==> config.mk <==
export PLATFORM = sky130hd
export DESIGN_NAME = line_irq_top
export DESIGN_NICKNAME = d
export VERILOG_FILES = /design/src/rtl/line_irq_pkg.sv /design/src/rtl/a12_rise_filter.sv /design/src/rtl/line_down_counter.sv /design/src/rtl/irq_flag_ctl.sv /design/src/rtl/line_irq_top.sv
export SDC_FILE = /design/constraint.sdc
export NUM_CORES = 1
export LEC_CHECK = 0
export BUFFER_PORTS_ARGS = -buffer_cell sky130_fd_sc_hd__buf_2
export CORE_UTILIZATION = 40
export DETAILED_ROUTE_END_ITERATION = 10
export GPL_TIMING_DRIVEN = 0
export PLACE_DENSITY = 0.71
export SETUP_SLACK_MARGIN = 0.15
export SYNTH_ARGS = -nofsm -noshare
export SYNTH_HDL_FRONTEND = slang
export SYNTH_SLANG_ARGS = --single-unit
==> constraint.sdc <==
create_clock -name clk -period 2.1 [get_ports clk]
set_clock_uncertainty 0.15 [all_clocks]
set_input_delay 0.105 -clock clk [delete_from_list [all_inputs] [get_ports clk]]
set_output_delay 0.105 -clock clk [all_outputs]
set_load 0.02 [all_outputs]
==> src/rtl/line_irq_pkg.sv <==
package line_irq_pkg;
  typedef enum logic [1:0] {
    SEL_PERIOD  = 2'd0,
    SEL_RELOAD  = 2'd1,
    SEL_IRQ_OFF = 2'd2,
    SEL_IRQ_ON  = 2'd3
  } reg_sel_e;
endpackage

==> src/rtl/a12_rise_filter.sv <==
module a12_rise_filter #(
  parameter int LOW_MIN = 3
) (
  input  logic clk,
  input  logic rst_n,
  input  logic a12_in,
  output logic tick
);
  localparam int LW = $clog2(LOW_MIN + 1);
  localparam logic [LW-1:0] SAT = LW'(LOW_MIN);

  logic [LW-1:0] low_cnt;

  // count low cycles, saturating; any high cycle clears
  always_ff @(posedge clk) begin
    if (!rst_n)             low_cnt <= '0;
    else if (a12_in)        low_cnt <= '0;
    else if (low_cnt != SAT) low_cnt <= low_cnt + 1'b1;
  end

  assign tick = a12_in && (low_cnt == SAT);

  // a tick is always a fresh rise
  a_r1_tick_on_rise: assert property (@(posedge clk) disable iff (!rst_n)
    tick |-> !$past(a12_in));
  // two adjacent cycles never both tick
  a_r2_no_back_to_back: assert property (@(posedge clk) disable iff (!rst_n)
    tick |=> !tick);
endmodule

==> src/rtl/line_down_counter.sv <==
module line_down_counter #(
  parameter int W = 8
) (
  input  logic         clk,
  input  logic         rst_n,
  input  logic         tick,
  input  logic         zero_mode,
  input  logic         wr_period,
  input  logic         wr_reload,
  input  logic [W-1:0] wr_data,
  output logic         zero_hit
);
  localparam logic [W-1:0] ONE = W'(1);

  logic [W-1:0] cnt, period, nxt;
  logic         req, load;

  always_comb begin
    load = (cnt == '0) || req;
    nxt  = load ? period : (cnt - ONE);
    if (zero_mode) zero_hit = tick && !load && (cnt == ONE);
    else           zero_hit = tick && (nxt == '0);
  end

  always_ff @(posedge clk) begin
    if (!rst_n) begin
      cnt    <= '0;
      period <= '0;
      req    <= 1'b0;
    end else begin
      if (tick)      cnt    <= nxt;
      if (wr_period) period <= wr_data;
      req <= wr_reload | (req & ~tick);
    end
  end

  // plain decrement when neither zero nor reload pending
  a_r4_decrement: assert property (@(posedge clk) disable iff (!rst_n)
    (tick && cnt != '0 && !req) |=> cnt == $past(cnt) - ONE);
  // pending reload loads the period
  a_r4_reload: assert property (@(posedge clk) disable iff (!rst_n)
    (tick && req) |=> cnt == $past(period));
  // counter moves only on a tick
  a_r4_hold: assert property (@(posedge clk) disable iff (!rst_n)
    !tick |=> $stable(cnt));
  // alternate hits leave the counter at zero
  a_r6_alt_zero: assert property (@(posedge clk) disable iff (!rst_n)
    (zero_hit && zero_mode) |=> cnt == '0);
endmodule

==> src/rtl/irq_flag_ctl.sv <==
module irq_flag_ctl (
  input  logic clk,
  input  logic rst_n,
  input  logic zero_hit,
  input  logic wr_off,
  input  logic wr_on,
  output logic flag
);
  logic en;

  always_ff @(posedge clk) begin
    if (!rst_n) begin
      en   <= 1'b0;
      flag <= 1'b0;
    end else begin
      if (wr_off)     en <= 1'b0;
      else if (wr_on) en <= 1'b1;
      if (wr_off)                flag <= 1'b0;
      else if (zero_hit && en)   flag <= 1'b1;
    end
  end

  // disable write acknowledges
  a_r8_off_clears: assert property (@(posedge clk) disable iff (!rst_n)
    wr_off |=> !flag);
  // no new flag while disabled
  a_r8_disabled_quiet: assert property (@(posedge clk) disable iff (!rst_n)
    !en |=> !$rose(flag));
  // flag holds until a disable write
  a_r9_flag_holds: assert property (@(posedge clk) disable iff (!rst_n)
    (flag && !wr_off) |=> flag);
endmodule

==> src/rtl/line_irq_top.sv <==
module line_irq_top
  import line_irq_pkg::*;
#(
  parameter int LOW_MIN = 3,
  parameter int CNT_W   = 8
) (
  input  logic             clk,
  input  logic             rst_n,
  input  logic             a12_in,
  input  logic             wr_en,
  input  logic [1:0]       wr_sel,
  input  logic [CNT_W-1:0] wr_data,
  input  logic             zero_mode,
  output logic             irq_n
);
  logic tick, zero_hit, flag;
  logic wr_period, wr_reload, wr_off, wr_on;
  reg_sel_e sel;

  assign sel       = reg_sel_e'(wr_sel);
  assign wr_period = wr_en && (sel == SEL_PERIOD);
  assign wr_reload = wr_en && (sel == SEL_RELOAD);
  assign wr_off    = wr_en && (sel == SEL_IRQ_OFF);
  assign wr_on     = wr_en && (sel == SEL_IRQ_ON);

  a12_rise_filter #(.LOW_MIN(LOW_MIN)) u_filt (
    .clk(clk), .rst_n(rst_n), .a12_in(a12_in), .tick(tick));

  line_down_counter #(.W(CNT_W)) u_cnt (
    .clk(clk), .rst_n(rst_n), .tick(tick), .zero_mode(zero_mode),
    .wr_period(wr_period), .wr_reload(wr_reload), .wr_data(wr_data),
    .zero_hit(zero_hit));

  irq_flag_ctl u_flag (
    .clk(clk), .rst_n(rst_n), .zero_hit(zero_hit),
    .wr_off(wr_off), .wr_on(wr_on), .flag(flag));

  assign irq_n = ~flag;

  // no line activity, no new request
  a_r3_idle_no_irq: assert property (@(posedge clk) disable iff (!rst_n)
    !a12_in |=> !$fell(irq_n));
endmodule

# [Word-level counts from Yosys, hierarchy flattened]
# Cells that the tools add are included.
[word_totals] register_bits=21 latch_bits=0 mem_bits_rw=0 mem_bits_ro=0 elab_cells=37 memories=0
[classes] addsub=2 mul=0 n_div=0 magnitude_cmp=0 n_eq_ne=6 shift=0 muxes=2 bitwise=5 reduce_logical=16
[ops] op="$logic_not 8->1" n=2
[ops] op="$logic_and 1x1->1" n=9
[ops] op="$eq 8x1->1 const B" n=1
[ops] op="$mux 8" n=1
[ops] op="$sub 8x1->8 const B" n=1
[ops] op="$eq 2x2->1 const B" n=3
[ops] op="$reduce_or 2->1" n=2
[ops] op="$not 1->1" n=3
[ops] op="$add 2x1->2 const B" n=1
[ops] op="$eq 2x1->1 const B" n=1
[ops] op="$logic_not 2->1" n=1
[ops] op="$ne 2x2->1 const B" n=1
[ops] op="$and 1x1->1" n=1
[ops] op="$logic_not 1->1" n=1
[ops] op="$logic_or 1x1->1" n=1
[ops] op="$mux 1" n=1
[ops] op="$or 1x1->1" n=1

# [Longest topological paths before layout]
# Gate-level depths: netlist (run 1).
[logic_depth] word_depth=7 mapped_depth=8 mapped_depth_nobuf=7

# [By module]
# Synthesis (run 1) repeated with hierarchy kept, for this count alone.
[unflattened] hier_cells=128 area_unflattened_um2=1197.4
[by_module_without_submodules] mod="line_down_counter" n_inst=1 cells_per_inst=107 area_each_um2=993.5 seq_area_each_um2=340.3
[by_module_without_submodules] mod="a12_rise_filter" n_inst=1 cells_per_inst=9 area_each_um2=92.6 seq_area_each_um2=40.0
[by_module_without_submodules] mod="irq_flag_ctl" n_inst=1 cells_per_inst=7 area_each_um2=70.1 seq_area_each_um2=40.0
[by_module_without_submodules] mod="line_irq_top" n_inst=1 cells_per_inst=5 area_each_um2=41.3 seq_area_each_um2=0.0

# [Least setup slack after synthesis (run 1)]
# Ideal clock, no wire load.
[synth_path] kind="register to register" start="register u_cnt.cnt[0]" end="register u_flag.flag" setup_ps=84 arrival_time_ps=1841 t_required_ps=1866 slack_ps=25 path_stages_with_launch=9 path_buffers=1 cell_sequence="dfxtp_1 > inv_1 > ha_1 > nor3b_1 > buf_2 > a2111oi_0 > a22o_1 > nand4_1 > o31ai_2"
[synth_via] elab_chain_len=7
[synth_lines] element="start: declaration" line_no="line_down_counter.sv:15" rtl="logic [W-1:0] cnt, period, nxt;"
[synth_lines] element="start signal: assignment" line_no="line_down_counter.sv:31" rtl="if (tick) cnt <= nxt;"
[synth_lines] element="branches (longest 5 deep; another with $sub 8x1->8)"
[synth_lines] element="$mux 1 (*)" line_no="line_down_counter.sv:21" rtl="if (zero_mode) zero_hit = tick && !load && (cnt == ONE);"
[synth_lines] element="$logic_and 1x1->1 (*)" line_no="irq_flag_ctl.sv:19" rtl="else if (zero_hit && en) flag <= 1'b1;"
[synth_lines] element="end signal: assignment" line_no="irq_flag_ctl.sv:14" rtl="flag <= 1'b0;"
[synth_lines] element="end signal: assignment" line_no="irq_flag_ctl.sv:18" rtl="if (wr_off) flag <= 1'b0;"
[synth_lines] element="end signal: assignment" line_no="irq_flag_ctl.sv:19"
[synth_lines] element="end: declaration" line_no="irq_flag_ctl.sv:7" rtl="output logic flag"
# Every way passes the cells marked *.
# A chain may end at the register's enable or synchronous reset.

# [Worst setup path in the final report (run 1)]
[layout_path] start="register u_cnt.cnt[1]" end="register u_flag.flag"
# The elaborated chain is that of the path after synthesis.

==> results of run 1 <==
==> worst max-delay path, delay by kind of cell (launching register included) <==
kind	cells	cell delay (ps)
flops	1	360
simple gates	2	710
buf+inv	1	150
compound gates	3	600
==> cell type report <==
cell class / instances / area [um2]
multi-input cells: 106 / 800
clock buffers: 3 / 22.5
fillers: 235 / 1060
repair buffers: 47 / 354
clock inverters: 1 / 5.00
inverters: 5 / 18.8
plain buffers: 9 / 57.6
well taps: 31 / 38.8
flip-flops and latches: 21 / 428
==> flip-flops by register name (all words and copies together), names as in the netlist <==
| name | cells |
|---|---|
| u_filt.low_cnt | 2 |
| u_cnt.req | 1 |
| u_flag.flag | 1 |
| u_cnt.cnt | 8 |
| u_cnt.period | 8 |
| u_flag.en | 1 |
==> cell usage after synthesis, types with 2 or more instances <==
library cell / number / area, um2
a211oi_1: 3 / 22.5
a21o_1: 2 / 15.0
a21oi_1: 9 / 45.0
a22o_1: 2 / 17.5
and2_1: 3 / 18.8
buf_2: 2 / 10.0
clkbuf_1: 5 / 18.8
dfxtp_1: 21 / 420
ha_1: 3 / 37.5
inv_1: 5 / 18.8
mux2i_1: 9 / 90.1
nand2_1: 11 / 41.3
nand2b_1: 2 / 12.5
nand3_1: 3 / 15.0
nand4_1: 2 / 12.5
nand4b_1: 2 / 17.5
nor2_1: 19 / 71.3
nor2b_1: 2 / 12.5
nor3b_1: 2 / 15.0
nor4_1: 2 / 12.5
o21a_1: 3 / 22.5
o21ai_0: 4 / 20.0
o22ai_1: 2 / 12.5
==> kinds of logic after synthesis <==
family | count (synthesis) | synth area share (%)
AND/OR/NAND/NOR | 53 | 23.5
AO/OA/AOI/OAI | 39 | 23.8
flip-flops | 21 | 35.2
buffers and inverters | 14 | 5.24
multiplexers | 10 | 8.48
adder cells (fa/ha/maj) | 3 | 3.14
XOR/XNOR | 1 | 0.733
==> power by group <==
| part | total (mW) | internal, mW | leakage [nW] | switching, mW |
|---|---|---|---|---|
| logic | 0.106 | 0.0575 | 0.482 | 0.0481 |
| registers | 0.414 | 0.407 | 0.173 | 0.00732 |
| clock network | 0.201 | 0.0713 | 0.0177 | 0.130 |
==> cells in the final DEF, fill, tap and decap left out, drive strengths merged, types with 2 or more instances in the layout <==
| cell type | instances |
|---|---|
| nand4 | 2 |
| and2 | 3 |
| nand4b | 2 |
| nor2 | 19 |
| o22ai | 2 |
| buf | 37 |
| nor2b | 2 |
| nand3 | 3 |
| a21o | 2 |
| nor3b | 2 |
| o21ai | 5 |
| inv | 5 |
| a21oi | 9 |
| a22o | 2 |
| mux2i | 9 |
| o21a | 3 |
| clkbuf | 8 |
| nor4 | 3 |
| a211oi | 3 |
| dlygate4sd3 | 14 |
| nand2 | 11 |
| o31ai | 2 |
| or4 | 2 |
| nand2b | 2 |
| ha | 3 |
| dfxtp | 21 |
==> through the flow <==
step | setup slack [ps] | cell area (um2)
global route | -22.1 | 1720
floorplan | 161 | 1210
finish | 45.2 | 1720
CTS | 92.8 | 1670
global placement | -17.4 | 1330
detailed placement | -51.5 | 1330
==> worst paths after layout <==
path / depth (start not counted) / to / from
setup reg to reg: 6 / u_flag.flag$_SDFFE_PP0P_ / u_cnt.cnt[1]$_SDFFE_PN0P_
hold reg to reg: 2 / u_cnt.cnt[1]$_SDFFE_PN0P_ / u_cnt.cnt[1]$_SDFFE_PN0P_
hold / removal: 5 / u_flag.flag$_SDFFE_PP0P_ / zero_mode
setup / recovery: 6 / u_flag.flag$_SDFFE_PP0P_ / u_cnt.cnt[1]$_SDFFE_PN0P_
==> layer usage <==
metal	GRT usage, %	share of wire [%]	up-vias
met4	12.2	2.2	0
met2	34.6	48	48
met3	3.69	5.7	8
li1	-	-	615
met5	0	0	-
met1	27.6	44	587
==> timing repair <==
| action | in CTS | in global routing |
|---|---|---|
| hold buffers | 14 | 0 |
| endpoints found under the setup margin | 5 | 5 |
| pin swaps | 5 | 4 |
| cloned | 1 | 0 |
| hold endpoints to repair | 14 | 0 |
| setup buffers | 14 | 3 |
| resized for setup | 16 | 8 |
==> results.json, run 1 <==
{
  "hold_class": "primary input to flip-flop",
  "hold-worst-slack_ps": 121,
  "max_cap_violations": 0,
  "core_mm2": 0.00278,
  "syn_avg_cell_area_um2": 8.47,
  "hold_violations": 0,
  "vias_per_cell": 5.64,
  "crit_slowest_cell": "or4_4",
  "nNetsFinal": 211,
  "slew_viol_final": 0,
  "overflow": 0,
  "insertion_delay_ps": 310,
  "first_iter_violations": 70,
  "synth-main-ff-cell": "dfxtp_1",
  "area_growth_pct": 44.3,
  "route.detailed.drc": 0,
  "path_cells": "buf_4, or4_4, a22o_1, o22ai_2, nand4_1, o31ai_2",
  "ios": 16,
  "ctsRootBufferMaster": "clkbuf_4",
  "fp-row-count": 19,
  "synth_cell_types": 46,
  "async_flop_share_pct": 0,
  "vias": 1258,
  "wl_um": 3450,
  "cp.arrival_ps": 2140,
  "max_freq_mhz": 487,
  "synthCells": 141,
  "power_uw": 721,
  "period_needed_ps": 2050,
  "post-route-util_pct": 62.0,
  "start_kind": "flip-flop",
  "grt_usage_pct": 21.7,
  "numCtsBuffers": 3,
  "worst-r2r-setup-slack_ps": 50,
  "yosysWarnings": 0,
  "die_h_um": 56.7,
  "syn_nets": 159,
  "die_w_um": 56.7,
  "ant_nets": 0,
  "gp_congestion": 0.868,
  "grt_antenna_before_repair": 0,
  "synth_area_mm2": 0.00119,
  "layout-drive-gt1-share_pct": 33.3,
  "hpwl_um": 2090,
  "p_leak_nw": 0.672,
  "fp.dieArea_mm2": 0.00321,
  "setup_viol": 0,
  "grt_max_degree": 13,
  "power_density_mw_per_mm2": 418,
  "io_buffers": 15,
  "initial_core_util_pct": 43.0,
  "layoutNonFillerInstCount": 223,
  "grt_first_pass_wirelength_um": 5460,
  "diodes": 0,
  "wl_per_cell_um": 15.5,
  "crit_type": "flip-flop to flip-flop",
  "path_clk_slew_ps": 120,
  "ir_drop_v": 0.000330,
  "cts_sinks": 21,
  "crit_fanout": 3,
  "cpPeakStageDelay_ps": 550,
  "timing.final.crit_share_pct": 97.8,
  "setup_tns_ps": 0,
  "ys_ff_latch": 21,
  "rsz0062_at_grt": "true",
  "slew_headroom_pct": 57.8,
  "status": "completed",
  "first_global_vias": 1182,
  "worstMarginPinSlew_ps": 634,
  "cts_tree": "built",
  "dp_cells": 187,
  "synth_seq_area_share_pct": 35.2,
  "dr.pass1.iters": 4,
  "synth_edf_count": 0,
  "cts.path.max_buffers": 2,
  "end_kind": "flip-flop",
  "cp.required_ps": 2190,
  "htree_levels": 1
}
(Power assumes the default switching activity.)
==> inputs of run 2 (changes only) <==
--- a/config.mk
+++ b/config.mk
@@ -10,6 +10,7 @@
 export DETAILED_ROUTE_END_ITERATION = 10
 export GPL_TIMING_DRIVEN = 0
 export PLACE_DENSITY = 0.71
+export RECOVER_POWER = 25
 export SETUP_SLACK_MARGIN = 0.15
 export SYNTH_ARGS = -nofsm -noshare
 export SYNTH_HDL_FRONTEND = slang
==> run 2 against run 1 <==
Critical path type unchanged. Global-route usage unchanged. Worst hold slack about the same. Largest power group unchanged. Die area unchanged.
==> results.json, run 2 (synthesis gave the netlist of run 1 again) <==
{
  "status": "completed",
  "route.detailed.drc": 0,
  "layout-drive-gt1-share_pct": 32.3,
  "first_iter_violations": 70,
  "crit_type": "flip-flop to flip-flop",
  "rsz0062_at_grt": "true",
  "worstMarginPinSlew_ps": 634,
  "gp_congestion": 0.868,
  "ctsRootBufferMaster": "clkbuf_4",
  "grt_antenna_before_repair": 0,
  "vias": 1257,
  "path_clk_slew_ps": 120,
  "max_cap_violations": 0,
  "io_buffers": 15,
  "cts.path.max_buffers": 2,
  "htree_levels": 1,
  "numCtsBuffers": 3,
  "timing.final.crit_share_pct": 97.9,
  "hold_violations": 0,
  "slew_viol_final": 0,
  "layoutNonFillerInstCount": 223,
  "diodes": 0,
  "ir_drop_v": 0.000330,
  "crit_fanout": 3,
  "wl_per_cell_um": 15.4,
  "worst_slack_ps": 45.1,
  "die_h_um": 56.7,
  "grt_first_pass_wirelength_um": 5460,
  "area_growth_pct": 44.1,
  "setup_tns_ps": 0,
  "setup_viol": 0,
  "overflow": 0,
  "dr.pass1.iters": 4,
  "hpwl_um": 2090,
  "cp.required_ps": 2190,
  "fp.dieArea_mm2": 0.00321,
  "vias_per_cell": 5.64,
  "power_uw": 721,
  "fp-row-count": 19,
  "slew_headroom_pct": 57.8,
  "cts_sinks": 21,
  "dp_cells": 187,
  "first_global_vias": 1182,
  "start_kind": "flip-flop",
  "layout_commonest_cell": "nor2_1",
  "core_mm2": 0.00278,
  "end_kind": "flip-flop",
  "place_ws_ps": -51.5,
  "power_density_mw_per_mm2": 419,
  "cts_tree": "built",
  "period_needed_ps": 2050,
  "grt_max_degree": 13,
  "hold_class": "primary input to flip-flop",
  "ant_nets": 0,
  "initial_core_util_pct": 43.0,
  "top_regs": "u_cnt.cnt (8), u_cnt.period (8), u_filt.low_cnt (2)",
  "cp.arrival_ps": 2140,
  "insertion_delay_ps": 310,
  "max_freq_mhz": 487,
  "wl_um": 3450,
  "p_leak_nw": 0.669,
  "die_w_um": 56.7,
  "ios": 16,
  "layout_common_cells": "nor2_1 (19), buf_4 (17), dfxtp_1 (17), dlygate4sd3_1 (14), buf_2 (13)",
  "grt_usage_pct": 21.7,
  "nNetsFinal": 211,
  "hold-worst-slack_ps": 121
}
-- run 2: report_power, final --
| part | total, mW | switching [mW] | internal, mW |
|---|---|---|---|
| sequential | 0.414 | 0.00732 | 0.407 |
| clock | 0.201 | 0.130 | 0.0713 |
| combinational | 0.105 | 0.0481 | 0.0572 |
-- run 2: critical path, stage by stage, from the launching register on --
cell and delay (ps):
dfxtp_2 360, buf_4 150, or4_4 550, a22o_1 250
o22ai_2 150, nand4_1 160, o31ai_2 200
-- run 2: stage by stage --
step	instance area [um2]	util [%]
2_1_floorplan	1210	-
3_3_place_gp	1330	47.7
4_1_cts	1670	60.1
5_1_grt	1720	61.9
3_5_place_dp	1330	47.7
6_report	1720	61.9
-- run 2: per-layer routing --
layer | track usage [%] | part of all wire [%] | vias up | wire length, um
met3 | 3.69 | 5.9 | 8 | 204
met4 | 12.2 | 2.2 | 0 | 76
met5 | 0 | 0 | - | 0
met2 | 34.6 | 48 | 52 | 1660
li1 | - | - | 615 | -
met1 | 27.6 | 44 | 582 | 1500
-- run 2: cell type report --
class | count | area, um2
clock inverters | 1 | 5.00
fillers | 236 | 1060
repair buffers | 47 | 352
inverters | 5 | 18.8
multi-input cells | 106 | 800
plain buffers | 9 | 57.6
clock buffers | 3 | 22.5
well taps | 31 | 38.8
flip-flops and latches | 21 | 428
-- run 2: what timing repair did --
action,in CTS,in global routing
setup buffers,14,3
hold buffers,14,0
resized for setup,16,8
endpoints found under the hold margin,14,0
cloned,1,0
setup endpoints to repair,5,5
pin swaps,5,4
-- run 2: path summary, 6_finish.rpt --
kind / startpoint / to / slack, ps / cells after the start
max: u_cnt.cnt[1]$_SDFFE_PN0P_ / u_flag.flag$_SDFFE_PP0P_ / 50 / 6
min: zero_mode / u_flag.flag$_SDFFE_PP0P_ / 120 / 5
max reg2reg: u_cnt.cnt[1]$_SDFFE_PN0P_ / u_flag.flag$_SDFFE_PP0P_ / 50 / 6
min reg2reg: u_cnt.cnt[1]$_SDFFE_PN0P_ / u_cnt.cnt[1]$_SDFFE_PN0P_ / 340 / 2
